## src/rtl/synth_div_pkg.sv

```systemverilog
`timescale 1ns/1ps
package synth_div_pkg;

   // one complementary output pair
   typedef struct packed {
      logic t;
      logic c;
   } diff_pair_t;

   // largest output ratio exponent a code of the given width can select
   function automatic int unsigned max_exp(input int unsigned code_w);
      return (1 << code_w) - 1;
   endfunction

   // bits needed for a half-period counter at the largest ratio
   function automatic int unsigned half_cnt_w(input int unsigned code_w);
      return (max_exp(code_w) > 1) ? max_exp(code_w) - 1 : 1;
   endfunction

endpackage

```

## src/rtl/fb_divider.sv

```systemverilog
`timescale 1ns/1ps
module fb_divider #(
   parameter int unsigned MW = 9
) (
   input  logic          clk,
   input  logic          rst,
   input  logic [MW-1:0] m_in,
   output logic          pulse,
   output logic [MW-1:0] m_act
);

   logic [MW-1:0] cnt;
   logic [MW-1:0] last;

   // ratios 0 and 1 both end the count on every edge
   always_comb begin
      if (m_act < MW'(2)) last = '0;
      else                last = m_act - MW'(1);
   end

   always_ff @(posedge clk) begin
      if (rst) begin
         cnt   <= '0;
         pulse <= 1'b0;
         m_act <= m_in;
      end else if (cnt == last) begin
         cnt   <= '0;
         pulse <= 1'b1;
         m_act <= m_in;
      end else begin
         cnt   <= cnt + MW'(1);
         pulse <= 1'b0;
      end
   end

endmodule

```

## src/rtl/post_divider.sv

```systemverilog
`timescale 1ns/1ps
module post_divider
   import synth_div_pkg::*;
#(
   parameter int unsigned NW = 2
) (
   input  logic          clk,
   input  logic          rst,
   input  logic [NW-1:0] n_in,
   output logic          q,
   output logic          bypass,
   output logic [NW-1:0] n_act
);

   localparam int unsigned CW = half_cnt_w(NW);
   localparam int unsigned SW = max_exp(NW) + 1;

   logic [CW-1:0] cnt;
   logic [SW-1:0] span;
   logic [CW-1:0] half_m1;

   always_comb begin
      span    = SW'(1) << n_act;
      half_m1 = CW'((span >> 1) - SW'(1));
   end

   assign bypass = (n_act == '0);

   always_ff @(posedge clk) begin
      if (rst) begin
         cnt   <= '0;
         q     <= 1'b0;
         n_act <= n_in;
      end else if (bypass) begin
         // no counter in divide-by-one; every edge closes a period
         cnt   <= '0;
         q     <= 1'b0;
         n_act <= n_in;
      end else if (cnt == half_m1) begin
         cnt <= '0;
         q   <= ~q;
         if (q) n_act <= n_in;
      end else begin
         cnt <= cnt + CW'(1);
      end
   end

endmodule

```

## src/rtl/out_stage.sv

```systemverilog
`timescale 1ns/1ps
module out_stage
   import synth_div_pkg::*;
#(
   parameter int unsigned PAIRS = 2
) (
   input  logic             clk,
   input  logic             rst,
   input  logic             bypass,
   input  logic             q,
   output logic [PAIRS-1:0] pt,
   output logic [PAIRS-1:0] pc
);

   diff_pair_t sel;

   always_comb begin
      if (rst)         sel.t = 1'b0;
      else if (bypass) sel.t = clk;
      else             sel.t = q;
      sel.c = ~sel.t;
   end

   for (genvar i = 0; i < PAIRS; i++) begin : g_pair
      assign pt[i] = sel.t;
      assign pc[i] = sel.c;
   end

endmodule

```

## src/rtl/synth_div_core.sv

```systemverilog
`timescale 1ns/1ps
module synth_div_core #(
   parameter int unsigned MW    = 9,
   parameter int unsigned NW    = 2,
   parameter int unsigned PAIRS = 2
) (
   input  logic             clk_vco,
   input  logic             mreset,
   input  logic [MW-1:0]    m_val,
   input  logic [NW-1:0]    n_code,
   output logic             fb_pulse,
   output logic [PAIRS-1:0] out_t,
   output logic [PAIRS-1:0] out_c
);

   if (MW < 2) begin : g_mw_bad
      $error("synth_div_core: MW must be at least 2");
   end
   if (NW < 1 || NW > 3) begin : g_nw_bad
      $error("synth_div_core: NW must lie in 1..3");
   end
   if (PAIRS < 1) begin : g_pairs_bad
      $error("synth_div_core: PAIRS must be at least 1");
   end

   logic [MW-1:0] m_act_w;
   logic [NW-1:0] n_act_w;
   logic          div_q_w;
   logic          bypass_w;

   fb_divider #(.MW(MW)) u_fb (
      .clk   (clk_vco),
      .rst   (mreset),
      .m_in  (m_val),
      .pulse (fb_pulse),
      .m_act (m_act_w)
   );

   post_divider #(.NW(NW)) u_post (
      .clk    (clk_vco),
      .rst    (mreset),
      .n_in   (n_code),
      .q      (div_q_w),
      .bypass (bypass_w),
      .n_act  (n_act_w)
   );

   out_stage #(.PAIRS(PAIRS)) u_out (
      .clk    (clk_vco),
      .rst    (mreset),
      .bypass (bypass_w),
      .q      (div_q_w),
      .pt     (out_t),
      .pc     (out_c)
   );

endmodule

```

## config.mk

```make
export PLATFORM = sky130hd
export DESIGN_NAME = synth_div_core
export DESIGN_NICKNAME = d
export VERILOG_FILES = /design/src/rtl/synth_div_pkg.sv /design/src/rtl/fb_divider.sv /design/src/rtl/post_divider.sv /design/src/rtl/out_stage.sv /design/src/rtl/synth_div_core.sv
export SDC_FILE = /design/constraint.sdc
export NUM_CORES = 1
export LEC_CHECK = 0
export BUFFER_PORTS_ARGS = -buffer_cell sky130_fd_sc_hd__buf_2
export CORE_UTILIZATION = 40
export CTS_CLUSTER_SIZE = 20
export DETAILED_ROUTE_END_ITERATION = 6
export SKIP_CTS_REPAIR_TIMING = 1
export SLEW_MARGIN = 20
export SYNTH_ARGS = -nofsm -noshare
export SYNTH_HDL_FRONTEND = slang
export SYNTH_HIERARCHICAL = 1
export SYNTH_SLANG_ARGS = --single-unit
```

## constraint.sdc

```tcl
create_clock -name clk_vco -period 2.7 [get_ports clk_vco]
set_input_delay 0.27 -clock clk_vco [delete_from_list [all_inputs] [get_ports clk_vco]]
set_output_delay 0.27 -clock clk_vco [all_outputs]
set_load 0.01 [all_outputs]
```

==> flow_metrics.env <==
export IMPL_area_growth_pct=32.6
export IMPL_gr_total_overflow=0
export IMPL_drv_cap=0
export IMPL_layout_common_cells="13 x buf_4, 13 x buf_2, 13 x dfxtp_1, 11 x edfxtp_1"
export IMPL_die_h_um=61.4
export IMPL_clock_latency_ps=430
export IMPL_wl_met2_um=1810
export IMPL_hold_viol=0
export IMPL_grt_antenna_before_repair=0
export IMPL_cpMaxStageDelayCell="or4_4"
export IMPL_wl_met3_um=64
export IMPL_gp_congestion=0.782
export IMPL_critPathMaxStageDelay_ps=430
export IMPL_peakVddDrop_mv=0.372
export IMPL_ys_async_sr_fraction_pct=0
export IMPL_vias=1180
export IMPL_holdWs_ps=14.0
export IMPL_status="complete, no violations"
export IMPL_final_layout_size_suffix_gt1_share_pct=34.3
export IMPL_place_area_um2=1610
export IMPL_clkPwrFrac_pct=42.3
export IMPL_vias_per_cell=5.34
export IMPL_hp_class="in -> reg"
export IMPL_wl_met1_um=1440
export IMPL_multi_input_area_um2=795
export IMPL_p_leak_nw=0.705
export IMPL_tightest_slew_ps=447
export IMPL_path_cells="inv_1, ha_2, or3b_4, or4_4, and3_4, nor4_4, a31o_4"
export IMPL_cp_end_kind="flip-flop"
export IMPL_layout_nets=192
export IMPL_path_delay_family="simple AND/OR/NAND/NOR gates"
export IMPL_regArea_um2=591
export IMPL_grt_usage_pct=20.1
export IMPL_ys_seq_elements=24
export IMPL_synthCells=130
export IMPL_switching_share_pct=24.9
export IMPL_max_freq_ghz=0.382
export IMPL_finish_instance_area_um2=1870
export IMPL_relSlewSlack_pct=70.2
export IMPL_rsz0062_at_grt="false"
export IMPL_routed_wl_um=3340
export IMPL_start_util_pct=42.0
export IMPL_setup_worst_path_start_class="flip-flop"
export IMPL_ys_types=51
export IMPL_critical_path_class="reg -> reg"
export IMPL_place_hpwl_um=2240
export IMPL_chipWidth_um=61.4
export IMPL_syn_nets=147
export IMPL_wl_per_cell_um=15.1
export IMPL_drc=0
export IMPL_antenna_left=0
export IMPL_core_um2=3360
export IMPL_internal_power_uw=753
export IMPL_clk_pin_slew_ps=130
export IMPL_p_per_area_nw_per_um2=535
export IMPL_arrival_ps=2770
export IMPL_dr_pass1_iters=4
export IMPL_grt_max_degree=19
export IMPL_synth_ff_type="dfxtp_1"
export IMPL_p_seq_share_pct=42.4
export IMPL_slew_viol_final=0
export IMPL_highest_layer="met4"
export IMPL_period_share_pct=96.9
export IMPL_p_total_mw=1.00
export IMPL_worstPathRequired_ps=2850
export IMPL_synth_edf_count=11
export IMPL_power_switching_uw=250
export IMPL_layout_setup_ws_ps=83.2
export IMPL_io_buffers=17
export IMPL_grt_pass1_vias=1147
export IMPL_syn_area_per_cell_um2=10.9
export IMPL_setup_tns_ps=0
export IMPL_io_pins=18
export IMPL_die_area_um2=3770
export IMPL_grt_pass1_wl_um=4960
export IMPL_fin_crit_ps=2620
export IMPL_synthesis_area_um2=1410
export IMPL_fin_skew_ps=4.02
export IMPL_dpl_worst_slack_ps=114
export IMPL_synth_seq_area_share_pct=41.8
export IMPL_cts_tree="built"
export IMPL_yosysWarnings=6
export IMPL_critPathMaxFanout=9
export IMPL_initialDrtViolationCount=75
export IMPL_rows=21
export IMPL_setup_violations=0
export IMPL_diodes=0
export IMPL_combPwrFrac_pct=15.3
export IMPL_worst_path_buf_inv=1
export IMPL_fillCellCount=323
==> area by class of cell <==
cell class	instances	share of cell area [%]
clock buffers	18	8.22
repair buffers	32	12.2
clock inverters	1	1.60
inverters	5	1.00
well taps	46	3.07
multi-input cells	95	42.4
flip-flops and latches	24	31.5
==> metal layers <==
| metal | GRT usage [%] | vias up |
|---|---|---|
| met3 | 8.82 | 4 |
| met1 | 20.6 | 567 |
| met2 | 30.1 | 15 |
| met5 | 1.43 | - |
| li1 | - | 594 |
| met4 | 19.4 | 0 |
==> Yosys cell counts, drive strengths merged, types with 5 or more instances <==
library cell,number,area (um2)
dfxtp,13,260
edfxtp,11,330
xnor2,11,111
a311oi,9,78.8
nor4,7,71.3
nor2,6,30.0
inv,5,18.8
or3,5,31.3
==> metrics by stage <==
stage               util (%)  instances
floorplan                  -        130
global placement        48.0        198
detailed placement      48.0        198
CTS                     53.0        218
global route            55.7        221
finish                  55.7        221
==> registers in the layout (all words and copies together) (netlist names) <==
signal,flops
u_fb/cnt,9
u_fb/m_act,9
u_post/cnt,2
u_post/n_act,2
u_fb/pulse,1
u_post/q,1
==> path summary, 6_finish.rpt <==
check                                      to  slack, ps           from  cells after the start
worst max-delay path            u_fb/m_act[0]         80  u_fb/m_act[1]                      7
worst min-delay path            u_fb/m_act[3]         10       m_val[3]                      1
worst max register to register  u_fb/m_act[0]         80  u_fb/m_act[1]                      7
worst min register to register       u_post/q        520       u_post/q                      2
==> worst register-to-register path: cells and delay by family (launching register included) <==
kind / cells / cell delay, ps
AO/OA/AOI/OAI: 1 / 280
AND/OR/NAND/NOR: 4 / 1340
flip-flops: 1 / 410
buffers and inverters: 1 / 90
adder cells (fa/ha/maj): 1 / 220
==> power groups by stage <==
stage          clock [mW]  sequential (mW)  combinational (mW)
2_1_floorplan      0.0261            0.431              0.0999
3_3_place_gp       0.0275            0.430               0.136
4_1_cts             0.489            0.424               0.143
3_5_place_dp       0.0275            0.432               0.141
6_report            0.424            0.425               0.154
5_1_grt             0.468            0.428               0.168
==> logic make-up (layout without fill, tap and decap cells) <==
kind of cell | Yosys count | count (layout) | share of synthesized area, %
muxes | 3 | 3 | 2.21
adders and majority gates | 4 | 4 | 3.54
xor gates and xnor gates | 14 | 14 | 9.74
DFF | 24 | 24 | 41.8
and+or+nand+nor | 46 | 46 | 23.6
AOI/OAI and AO/OA | 28 | 28 | 15.0
buffers and inverters | 11 | 56 | 4.07
Note: power is estimated with default switching activity, not from simulation.
